[src/rtl/jsb_pkg.sv]
package jsb_pkg;

   // Progress of one DR scan through its frame.
   typedef enum logic [1:0] {
      PH_SEEK = 2'd0,   // waiting for the start marker
      PH_HDR  = 2'd1,   // collecting the bit count
      PH_XFER = 2'd2,   // SPI clocks outstanding
      PH_DONE = 2'd3    // transaction finished, rest of scan ignored
   } jsb_phase_e;

endpackage

[src/rtl/jsb_frame_ctrl.sv]
module jsb_frame_ctrl
   import jsb_pkg::*;
#(
   parameter int CNT_W = 32
) (
   input  logic       tck,
   input  logic       trst,
   input  logic       sel,
   input  logic       capture,
   input  logic       update,
   input  logic       shift,
   input  logic       tdi,
   output jsb_phase_e phase_o,
   output logic       launch_o
);

   localparam int IDX_W = (CNT_W > 1) ? $clog2(CNT_W) : 1;
   localparam logic [IDX_W-1:0] IDX_LAST = IDX_W'(CNT_W - 1);

   if (CNT_W < 2) begin : g_bad_cnt_w
      $error("jsb_frame_ctrl: CNT_W must be at least 2");
   end

   jsb_phase_e       phase_q;
   logic [CNT_W-1:0] len_q;
   logic [IDX_W-1:0] idx_q;
   logic             abort;
   logic             adv;
   logic [CNT_W-1:0] len_next_hdr;

   // Any strobe or loss of the instruction select ends the frame.
   assign abort        = capture | update | ~sel;
   assign adv          = sel & shift & ~capture & ~update;
   assign len_next_hdr = {len_q[CNT_W-2:0], tdi};

   always_ff @(posedge tck or posedge trst) begin
      if (trst) begin
         phase_q <= PH_SEEK;
         len_q   <= '0;
         idx_q   <= '0;
      end else if (abort) begin
         phase_q <= PH_SEEK;
         len_q   <= '0;
         idx_q   <= '0;
      end else if (adv) begin
         unique case (phase_q)
            PH_SEEK: begin
               if (tdi) begin
                  phase_q <= PH_HDR;
                  len_q   <= '0;
                  idx_q   <= '0;
               end
            end
            PH_HDR: begin
               len_q <= len_next_hdr;
               if (idx_q == IDX_LAST) begin
                  phase_q <= (len_next_hdr != '0) ? PH_XFER : PH_DONE;
               end else begin
                  idx_q <= idx_q + 1'b1;
               end
            end
            PH_XFER: begin
               len_q <= len_q - 1'b1;
               if (len_q == CNT_W'(1)) phase_q <= PH_DONE;
            end
            default: ;
         endcase
      end
   end

   assign phase_o  = phase_q;
   assign launch_o = adv & (phase_q == PH_XFER);

   AST_SEEK_SKIPS_ZEROS: assert property (@(posedge tck) disable iff (trst)
      (phase_q == PH_SEEK && adv && !tdi) |=> (phase_q == PH_SEEK));

   AST_ONE_BIT_PER_SHIFT: assert property (@(posedge tck) disable iff (trst)
      (phase_q == PH_XFER && adv) |=> (len_q == $past(len_q) - 1'b1));

   AST_DONE_IS_FINAL: assert property (@(posedge tck) disable iff (trst)
      (phase_q == PH_DONE && !abort) |=> (phase_q == PH_DONE));

   AST_STROBE_CLEARS: assert property (@(posedge tck) disable iff (trst)
      (capture || update) |=> (phase_q == PH_SEEK && len_q == '0));

endmodule

[src/rtl/jsb_spi_drive.sv]
module jsb_spi_drive
   import jsb_pkg::*;
(
   input  logic       tck,
   input  logic       trst,
   input  jsb_phase_e phase,
   input  logic       launch,
   input  logic       tdi,
   output logic       sck_en_o,
   output logic       spi_cs_n,
   output logic       spi_sck,
   output logic       spi_mosi
);

   logic sck_en_q;
   logic mosi_q;

   // A launched bit is held on MOSI for the whole next cycle; the clock
   // pulse occupies the low half of that cycle.
   always_ff @(posedge tck or posedge trst) begin
      if (trst) begin
         sck_en_q <= 1'b0;
         mosi_q   <= 1'b0;
      end else begin
         sck_en_q <= launch;
         if (launch) mosi_q <= tdi;
      end
   end

   assign sck_en_o = sck_en_q;
   assign spi_cs_n = ~((phase == PH_XFER) | sck_en_q);
   assign spi_sck  = sck_en_q & ~tck;
   assign spi_mosi = mosi_q;

endmodule

[src/rtl/jsb_miso_return.sv]
module jsb_miso_return #(
   parameter int SKIP_BITS = 1
) (
   input  logic tck,
   input  logic trst,
   input  logic sck_en,
   input  logic spi_miso,
   output logic tdo
);

   if (SKIP_BITS < 1) begin : g_bad_skip
      $error("jsb_miso_return: SKIP_BITS must be at least 1");
   end

   logic sample_q;

   // MISO is taken as SCK rises, which is the falling edge of the test
   // clock; outside SPI clocks the return path carries zeros.
   always_ff @(negedge tck or posedge trst) begin
      if (trst) sample_q <= 1'b0;
      else      sample_q <= sck_en ? spi_miso : 1'b0;
   end

   if (SKIP_BITS == 1) begin : g_direct
      assign tdo = sample_q;
   end else begin : g_delay
      logic [SKIP_BITS-2:0] dly_q;
      always_ff @(negedge tck or posedge trst) begin
         if (trst) dly_q <= '0;
         else      dly_q <= {dly_q, sample_q};
      end
      assign tdo = dly_q[SKIP_BITS-2];
   end

endmodule

[src/rtl/jtag_spi_bridge.sv]
module jtag_spi_bridge
   import jsb_pkg::*;
#(
   parameter int CNT_W     = 32,
   parameter int SKIP_BITS = 1
) (
   input  logic tck,
   input  logic tap_reset,
   input  logic user1_sel,
   input  logic dr_capture,
   input  logic dr_shift,
   input  logic dr_update,
   input  logic tdi,
   output logic tdo,
   output logic spi_cs_n,
   output logic spi_sck,
   output logic spi_mosi,
   input  logic spi_miso
);

   jsb_phase_e phase;
   logic       launch;
   logic       sck_en;

   jsb_frame_ctrl #(.CNT_W(CNT_W)) u_frame (
      .tck      (tck),
      .trst     (tap_reset),
      .sel      (user1_sel),
      .capture  (dr_capture),
      .update   (dr_update),
      .shift    (dr_shift),
      .tdi      (tdi),
      .phase_o  (phase),
      .launch_o (launch)
   );

   jsb_spi_drive u_drive (
      .tck      (tck),
      .trst     (tap_reset),
      .phase    (phase),
      .launch   (launch),
      .tdi      (tdi),
      .sck_en_o (sck_en),
      .spi_cs_n (spi_cs_n),
      .spi_sck  (spi_sck),
      .spi_mosi (spi_mosi)
   );

   jsb_miso_return #(.SKIP_BITS(SKIP_BITS)) u_return (
      .tck      (tck),
      .trst     (tap_reset),
      .sck_en   (sck_en),
      .spi_miso (spi_miso),
      .tdo      (tdo)
   );

   AST_CS_NEEDS_SEL: assert property (@(posedge tck) disable iff (tap_reset)
      !user1_sel |=> spi_cs_n);

   AST_STROBE_RAISES_CS: assert property (@(posedge tck) disable iff (tap_reset)
      (dr_capture || dr_update) |=> spi_cs_n);

endmodule

[config.mk]
export PLATFORM = sky130hd
export DESIGN_NAME = jtag_spi_bridge
export DESIGN_NICKNAME = d
export VERILOG_FILES = /design/src/rtl/jsb_pkg.sv /design/src/rtl/jsb_frame_ctrl.sv /design/src/rtl/jsb_spi_drive.sv /design/src/rtl/jsb_miso_return.sv /design/src/rtl/jtag_spi_bridge.sv
export SDC_FILE = /design/constraint.sdc
export NUM_CORES = 1
export LEC_CHECK = 0
export ABC_AREA = 1
export BUFFER_PORTS_ARGS = -buffer_cell sky130_fd_sc_hd__buf_2
export CORE_AREA = 2 2 94 96
export CTS_CLUSTER_SIZE = 20
export DETAILED_ROUTE_END_ITERATION = 10
export DIE_AREA = 0 0 96 98
export GPL_TIMING_DRIVEN = 0
export HOLD_SLACK_MARGIN = 0.1
export PLACE_DENSITY_LB_ADDON = 0.25
export SYNTH_ARGS = -nofsm -noshare
export SYNTH_HDL_FRONTEND = slang
export SYNTH_SLANG_ARGS = --single-unit
[constraint.sdc]
create_clock -name tck -period 2.1 [get_ports tck]
set_input_delay 0.42 -clock tck [delete_from_list [all_inputs] [get_ports tck]]
set_output_delay 0.42 -clock tck [all_outputs]
set_load 0.05 [all_outputs]
* After elaboration in Yosys (flattened, before gate mapping)
Cells that the tools add are included.
Operators by class: add/subtract/negate cells 2, reductions and logical operators 8, bitwise gates (word level) 13, multiplexer cells 17, eq/ne operators 8
Operator list (number):
- 32-bit two-way mux | 3
- 32-bit one-hot mux with 3 select lines | 1
- 32-bit by 1-bit == test with 1-bit output (second input constant) | 1
- 32-bit nonzero test | 1
- 32-bit by 1-bit subtractor with 32-bit output (second input constant) | 1
- 5-bit two-way mux | 4
- 2-bit two-way mux | 5
- 5-bit one-hot mux with 2 select lines | 1
- 3-bit by 2-bit != test with 1-bit output (second input constant) | 2
- 2-bit one-hot mux with 3 select lines | 1
- 5-bit by 1-bit adder with 5-bit output (second input constant) | 1
- 1-bit AND | 5
- 5-bit == test (second input constant) | 1
- 1-bit NOT | 5
- 5-bit AND reduction | 1
- 4-bit AND reduction | 1
- 4-bit nonzero test | 1
- 3-bit by 1-bit != test with 1-bit output (second input constant) | 1
- 3-bit != test (second input constant) | 1
- 1-bit OR | 3
- 3-bit AND reduction | 1
- 3-bit nonzero test | 1
- 2-bit by 1-bit == test with 1-bit output (second input constant) | 1
- 2-bit == test (second input constant) | 1
- 3 further kinds | 4
Word-level totals: bits in registers 42, input port bits 8, output and inout port bits 4

* Longest topological paths before layout
Gate-level depths: netlist of the first run.
word-level depth 6, depth in mapped cells 12, gate-level depth less buffers 12

* Modules after synthesis
From an unflattened synthesis of the first run, not the netlist that was laid out.
Second synthesis, totals: cell total of the unflattened synthesis 495, area total of the unflattened synthesis 3168.0 um^2
By module, submodules not included:
- jsb_frame_ctrl | seq. area each 975.9 um^2, area an instance 3049.2 um^2, cells an instance 481, times used 1
- jsb_spi_drive | seq. area each 50.0 um^2, area an instance 82.6 um^2, cells an instance 10, times used 1
- jsb_miso_return | seq. area each 25.0 um^2, area an instance 36.3 um^2, cells an instance 4, times used 1

==> results.cfg, run 1 <==
[global_routing]
grt_overflow = 0
grt_pass1_wl_um = 14700
grt_max_degree = 43
first_global_vias = 3118
track_usage_pct = 19.4
antenna_found_initial = 0

[floorplanning]
dieArea_um2 = 9410
floorplan.initialDensity_pct = 38.6
placementRows = 34
die_width_um = 96
die_h_um = 98
io-pin-count = 12
core-area_um2 = 8470

[critical_path]
crit_chain = buf_6
cp-end-kind = output port
critPathSlowestCell = dfrtn_1
critPathBufInv = 1
worstSetupPathType = register to output port
arrival_ps = 2040
max_stage_delay_ps = 410
worstSetupStartpoint = u_return.tdo
crit_family = flip-flops
cp-start-kind = register
crit_fanout = 1
cp.required_ps = 1680
rr_startpoint = u_frame.phase_o[0]

[timing]
setup_viol_count_final = 1
skew_ps = 16.9
final_hold_viol_count = 0
worst_slack_ps = -356
grt_setup_unrepaired = true
drv_slew = 0
tns_ps = -356
relSlewSlack_pct = 38.1
tightest_slew_ps = 926

[drt]
drt_iter0_markers = 245
ant_nets = 0
routed_via_density = 4.91
vias = 3102
totalWireLength_um = 8310
drt_first_pass_iters = 5
wl_per_cell_um = 13.2
drc_errors = 0

[outcome]
violations = negative setup slack
run_status = finished with violations

[layout]
design_area_um2 = 3660
fill_cells = 899
antenna_cells = 0
drive_gt1_share_pct = 16.4
fin_nets = 538
area_growth_syn_to_layout_pct = 12.1
final_core_util_pct = 43.3
multiInputGateArea_um2 = 1910
register_area_um2 = 1050

[logic_synthesis]
netlist_area_um2 = 3270
seq_area_frac_synth_pct = 32.2
synth_most_common_cell = nand2_1
synth_top_area_cell = dfrtp_1
synth_top_cell_area_share_pct = 31.4
yosysUniqueCellTypes = 35
synth_common_cells = 191 x nand2_1, 63 x nor2_1, 42 x inv_1
synth_area_leaders = dfrtp_1 31%, nand2_1 22%, nor2_1 7.2%, nand3_1 6.1%, inv_1 4.8%
avgSynthCellArea_um2 = 6.52
ys_ff_latch = 42
ys.warnings.count = 0
synthFlopType = dfrtp_1
async_reset_ff_share_pct = 100
syn_nets = 516
synth_edf_count = 0
syn_inst = 501

[pwr]
peakVddDrop_mv = 0.283
p_total_mw = 1.80
leakage_nw = 1.93
p_per_area_nw_per_um2 = 492

[clock_tree]
cts_tree = done
cts.clk_slew.worst_paths_ps = 90
clk_latency_ps = 420
cts_hold_buf = 0

[placement]
place_area_um2 = 3460
hpwl_um = 6090
pre_cts_ws_ps = -98.8
port_buffers = 11
routabilityCongestion = 0.951

[flow_run]
drv_cap = 0

[hold_path]
hp-class = primary input to async pin
-- area by class of cell --
class / instances / share of cell area [%]
multi-input cells: 394 / 52.2
flip-flops and latches: 42 / 28.7
inverters: 52 / 5.57
well taps: 108 / 3.69
clock buffers: 11 / 3.62
plain buffers: 13 / 3.55
repair buffers: 11 / 1.91
clock inverters: 1 / 0.820
-- metal layers --
metal | global-route usage [%] | vias to the layer above | share of wire (%)
met1 | 26.6 | 1433 | 47
li1 | - | 1607 | -
met3 | 3.32 | 11 | 4.2
met5 | 0 | - | 0
met4 | 4.40 | 0 | 0.84
met2 | 31.6 | 51 | 48
-- cells by family after synthesis --
kind of cell / Yosys count / synth area share [%]
AOI/OAI and AO/OA: 61 / 11.8
xor gates and xnor gates: 2 / 0.536
adders and majority gates: 7 / 2.68
buffers and inverters: 65 / 9.61
DFF: 42 / 32.2
and+or+nand+nor: 324 / 43.2
-- stage by stage --
step,hold slack (ps),instances
2_1_floorplan,412,501
3_3_place_gp,471,620
3_5_place_dp,484,620
4_1_cts,243,632
5_1_grt,271,632
6_report,198,632
-- power by group --
| part | total, mW | switching (mW) | internal [mW] |
|---|---|---|---|
| Clock | 0.852 | 0.341 | 0.511 |
| Combinational | 0.137 | 0.0946 | 0.0421 |
| Sequential | 0.813 | 0.00183 | 0.811 |
-- path summary, 6_finish.rpt --
path	to	slack, ps	cells past startpoint
setup / recovery	tdo	-360	1
max in group asynchronous	u_return.tdo	470	2
hold / removal	u_drive.spi_mosi	200	2
min in group tck	u_drive.sck_en_o	260	3
hold reg to reg	u_frame.idx_q[4]	500	2
setup reg to reg	u_frame.len_q[0]	170	9
-- state kept, by name, summed over array words and instances, names as in the netlist --
name              flops
u_frame.phase_o       2
u_frame.len_q        32
u_frame.idx_q         5
u_drive.sck_en_o      1
u_drive.spi_mosi      1
u_return.tdo          1
-- layout by cell type (no fill, tap or decap), types with 2 or more instances in the layout --
cell	count
a21oi_1	6
buf_2	10
buf_4	3
buf_6	8
clkbuf_1	3
clkbuf_8	9
dfrtp_1	41
ha_1	6
inv_1	41
inv_2	7
inv_4	2
nand2_1	191
nand2_2	8
nand2_4	3
nand3_1	40
nor2_1	61
nor2_2	14
nor2_8	2
o21ai_0	19
o21ai_1	11
o21ai_2	11
o21bai_1	7
o22ai_1	4
-- repair_timing --
item / 4_1_cts / 5_1_grt
gates resized for setup: 9 / 2
setup endpoints to repair: 2 / 2
setup buffers: 1 / 0
Note: power is estimated with default switching activity, not from simulation.
==> run 2, diff against run 1 <==
--- a/config.mk
+++ b/config.mk
@@ -13,6 +13,7 @@
 export DIE_AREA = 0 0 96 98
 export GPL_TIMING_DRIVEN = 0
 export HOLD_SLACK_MARGIN = 0.1
+export MAX_ROUTING_LAYER = met4
 export PLACE_DENSITY_LB_ADDON = 0.25
 export SYNTH_ARGS = -nofsm -noshare
 export SYNTH_HDL_FRONTEND = slang
==> run 2 against run 1 <==
Compared with the run above:
- the flow still finishes with violations (negative setup slack)
- wire length shrank 0.46%
- power down 9.2%
- clock-buffer cell count is 1 lower
- first-iteration DRC count down 11%
==> results.cfg, run 2 (synthesis gave the netlist of run 1 again) <==
[floorplanning]
placementRows = 34
die_width_um = 96
floorplan.initialDensity_pct = 38.6
core-area_um2 = 8470
dieArea_um2 = 9410
io-pin-count = 12
die_h_um = 98

[timing]
tightest_slew_ps = 932
final_hold_viol_count = 0
skew_ps = 17.2
tns_ps = -362
drv_slew = 0
worst_slack_ps = -362
grt_setup_unrepaired = true
relSlewSlack_pct = 37.8
setup_viol_count_final = 1

[outcome]
violations = negative setup slack
run_status = finished with violations

[critical_path]
critPathBufInv = 1
rr_startpoint = u_frame.phase_o[0]
cp-start-kind = register
r2r_setup_slack_ps = 180
critPathSlowestCell = dfrtn_1
crit_family = flip-flops
r2r_cells = 9
crit_chain = buf_6
max_stage_delay_ps = 420
r2r_end = u_frame.len_q[0]
crit_fanout = 1
arrival_ps = 2040
worstSetupPathType = register to output port
cp.required_ps = 1680
cp-end-kind = output port

[layout]
fill_cells = 887
area_growth_syn_to_layout_pct = 11.1
largest-register = u_frame.len_q
fin_nets = 537
antenna_cells = 0
most-common-layout-cells = 191 x nand2_1, 60 x nor2_1, 41 x inv_1, 41 x dfrtp_1, 40 x nand3_1
finalNonFillerCells = 631
multiInputGateArea_um2 = 1920
drive_gt1_share_pct = 16.4
register_area_um2 = 1050
final_common_cell = nand2_1
largest_reg_flops = 32

[placement]
routabilityCongestion = 0.925
numPlacedInstances = 620
hpwl_um = 6140
port_buffers = 11

[drt]
drc_errors = 0
drt_first_pass_iters = 4
ant_nets = 0
wl_per_cell_um = 13.1
routed_via_density = 4.94
vias = 3118
drt_iter0_markers = 217
totalWireLength_um = 8280

[hold_path]
hp-class = primary input to async pin

[clock_tree]
cts_hold_buf = 0
cts.clk_slew.worst_paths_ps = 90
cts_tree = done
clk_latency_ps = 420

[pwr]
leakage_nw = 1.91
peakVddDrop_mv = 0.353
p_total_mw = 1.64
p_per_area_nw_per_um2 = 450

[global_routing]
track_usage_pct = 20.1
grt_max_degree = 43
grt_overflow = 0
grt_pass1_wl_um = 14400
first_global_vias = 3014
antenna_found_initial = 0

[flow_run]
drv_cap = 0
## run 2: worst max path at each step
stage	cells past startpoint	start	slack, ps	end
6_report	1	u_return.tdo	-360	tdo
5_1_grt	1	u_return.tdo	-390	tdo
2_1_floorplan	0	u_return.tdo	-20	tdo
4_1_cts	1	u_return.tdo	-380	tdo
3_5_place_dp	2	tap_reset	-90	u_return.tdo
3_3_place_gp	2	tap_reset	-80	u_return.tdo
## run 2: area by class of cell
type / instances / area share, %
sequential: 42 / 28.9
buffer: 12 / 3.27
inverter: 52 / 5.62
multi-input combinational: 394 / 53.0
timing repair buffer: 11 / 1.93
clock buffer: 10 / 3.27
tap: 108 / 3.72
clock inverter: 2 / 0.276
## run 2: worst register-to-register path, delay by kind of cell (launching register included)
family	cells	cell delay (ps)
and+or+nand+nor	1	110
DFF	1	400
adders and majority gates	1	180
AOI/OAI and AO/OA	2	210
buffers and inverters	5	920
## run 2: per-stage QoR
| step | instance area, µm² | setup WS (ps) | hold slack [ps] | utilization [%] |
|---|---|---|---|---|
| 3_5_place_dp | 3460 | -93.3 | 483 | 40.9 |
| 5_1_grt | 3630 | -393 | 278 | 42.9 |
| 2_1_floorplan | 3270 | -21.2 | 412 | - |
| 3_3_place_gp | 3460 | -78.3 | 472 | 40.9 |
| 6_report | 3630 | -362 | 191 | 42.9 |
| 4_1_cts | 3620 | -377 | 239 | 42.8 |
## run 2: routing by layer
| metal | vias to the layer above | global-route usage [%] | routed length, µm |
|---|---|---|---|
| li1 | 1609 | - | - |
| met4 | 0 | 5.05 | 76 |
| met3 | 7 | 3.01 | 300 |
| met2 | 48 | 32.5 | 4040 |
| met5 | - | - | 0 |
| met1 | 1454 | 26.2 | 3860 |
## run 2: report_power, final
group | switching, mW | internal (mW)
logic | 0.0954 | 0.0422
registers | 0.00228 | 0.811
clock network | 0.332 | 0.353
total | 0.429 | 1.21
## run 2: repair_timing
action	CTS	global route
buffers inserted	1	0
resized for setup	9	4
endpoints found under the hold margin	0	0
endpoints found under the setup margin	2	3
==> run 3, diff against run 2 <==
--- a/config.mk
+++ b/config.mk
@@ -6,11 +6,12 @@
 export NUM_CORES = 1
 export LEC_CHECK = 0
 export ABC_AREA = 1
+export ABC_CLOCK_PERIOD_IN_PS = 2100
 export BUFFER_PORTS_ARGS = -buffer_cell sky130_fd_sc_hd__buf_2
-export CORE_AREA = 2 2 94 96
+export CORE_AREA = 2 2 76 78
 export CTS_CLUSTER_SIZE = 20
 export DETAILED_ROUTE_END_ITERATION = 10
-export DIE_AREA = 0 0 96 98
+export DIE_AREA = 0 0 78 80
 export GPL_TIMING_DRIVEN = 0
 export HOLD_SLACK_MARGIN = 0.1
 export MAX_ROUTING_LAYER = met4
==> run 3 against run 2 <==
Compared with the run above:
- the flow still finishes with violations (negative setup slack)
- utilization is 24 points higher
- highest routed layer unchanged
- global-route usage is 8.9 points higher
- sequential share of layout area is 0.16 points higher
- wire length is 2.5% lower
- clock-buffer cell count stayed put
- sequential power hardly changed
- largest power group unchanged
==> results.cfg, run 3 (synthesis gave the netlist of run 1 again) <==
[global_routing]
use_met2_pct = 49.4
grt_pass1_wl_um = 13900
grt_overflow = 0
grt_use_met3_pct = 5.09
antenna_found_initial = 0
grt.met1_usage_pct = 33.6
track_usage_pct = 29.0
first_global_vias = 3151
grt.busiest_layer = met2
grt_max_degree = 43

[placement]
routabilityCongestion = 0.963
port_buffers = 11
hpwl_um = 5950
place_area_um2 = 3420

[critical_path]
crit_chain = buf_6
rr_startpoint = u_frame.phase_o[0]
cp-end-kind = output port
cp.required_ps = 1680
crit_fanout = 1
r2r_setup_slack_ps = 230
worstSetupPathType = register to output port
critPathBufInv = 1
cp-start-kind = register
max_stage_delay_ps = 410
arrival_ps = 2040
r2r_cells = 9
r2r_end = u_frame.len_q[3]
critPathSlowestCell = dfrtn_1
crit_family = flip-flops

[timing]
final_hold_viol_count = 0
setup_viol_count_final = 1
tns_ps = -355
tightest_slew_ps = 944
grt_setup_unrepaired = true
skew_ps = 14.6
relSlewSlack_pct = 36.9
drv_slew = 0
worst_slack_ps = -355

[layout]
design_area_um2 = 3610
largest-register = u_frame.len_q
register_area_um2 = 1050
fill_cells = 477
multiInputGateArea_um2 = 1910
drive_gt1_share_pct = 16.6
final_common_cell = nand2_1
most-common-layout-cells = 191 x nand2_1, 60 x nor2_1, 41 x inv_1, 41 x dfrtp_1, 40 x nand3_1
antenna_cells = 0
fin_nets = 538
area_growth_syn_to_layout_pct = 10.5
largest_reg_flops = 32

[drt]
wl_per_cell_um = 13.5
drt_first_pass_iters = 5
drc_errors = 0
vias = 3218
drt_iter0_markers = 191
routed_via_density = 5.40
totalWireLength_um = 8070
ant_nets = 0

[pwr]
power_frac_comb_pct = 7.8
clkPwrFrac_pct = 46.0
p_per_area_nw_per_um2 = 487
leakage_nw = 1.92
swShare_pct = 24.3
p_int_mw = 1.33
p_switching_mw = 0.427
peakVddDrop_mv = 0.241
seqPwrFrac_pct = 46.3

[floorplanning]
core-area_um2 = 5410
dieArea_um2 = 6240
die_h_um = 80
die_width_um = 78
placementRows = 27
io-pin-count = 12
floorplan.initialDensity_pct = 60.5

[hold_path]
hp-class = primary input to async pin

[clock_tree]
clk_latency_ps = 420
cts.clk_slew.worst_paths_ps = 80
cts_hold_buf = 0
cts_tree = done

[flow_run]
drv_cap = 0

[outcome]
violations = negative setup slack
run_status = finished with violations
==> run 3: cell count changes in the layout (fill, tap and decap cells not counted) <==
cell,change
ha_4,-1
clkinv_2,-2
bufinv_16,+1
clkinvlp_4,+1
ha_2,+1
buf_6,+2
buf_8,-1
==> run 3: how the worst max path moves through the flow <==
stage	startpoint	endpoint	slack (ps)	cells past startpoint
after detailed placement	tap_reset	u_return.tdo	-60	2
final	u_return.tdo	tdo	-360	1
after global placement	tap_reset	u_return.tdo	-60	2
after global routing	u_return.tdo	tdo	-380	1
after CTS	u_return.tdo	tdo	-380	1
after floorplan	u_return.tdo	tdo	-20	0
==> run 3: final cells by class <==
| cell class | count | area share (%) |
|---|---|---|
| buffer | 13 | 3.50 |
| sequential | 42 | 29.1 |
| inverter | 52 | 5.65 |
| clock buffer | 10 | 3.29 |
| clock inverter | 2 | 1.04 |
| multi-input combinational | 394 | 53.0 |
| timing repair buffer | 11 | 1.94 |
| tap | 72 | 2.49 |
==> run 3: metal layers <==
metal / wire [µm] / up-vias
met4: 201 / 0
met3: 401 / 17
met2: 4050 / 82
met1: 3420 / 1508
met5: 0 / -
li1: - / 1611
==> run 3: what timing repair did <==
| item | in CTS | in global routing |
|---|---|---|
| buffers inserted | 1 | 0 |
| pin swaps | 0 | 0 |
| setup endpoints to repair | 2 | 3 |
| gates resized for setup | 8 | 3 |
==> run 3: metrics by stage <==
step | setup WS [ps] | instances | hold WS (ps) | power, mW | util (%)
2_1_floorplan | -21.2 | 501 | 412 | 0.928 | -
6_report | -355 | 596 | 204 | 1.76 | 66.8
3_5_place_dp | -64.7 | 584 | 478 | 0.964 | 63.3
3_3_place_gp | -56.4 | 584 | 472 | 0.962 | 63.3
5_1_grt | -379 | 596 | 262 | 1.82 | 66.8
4_1_cts | -377 | 596 | 222 | 1.77 | 66.6
==> run 3: power by group through the flow <==
stage / combinational (mW) / sequential (mW) / clock [mW]
CTS: 0.137 / 0.813 / 0.820
global placement: 0.132 / 0.829 / 0.000723
detailed placement: 0.134 / 0.829 / 0.000723
global route: 0.152 / 0.814 / 0.858
floorplan: 0.0943 / 0.833 / 0.000699
finish: 0.136 / 0.813 / 0.808
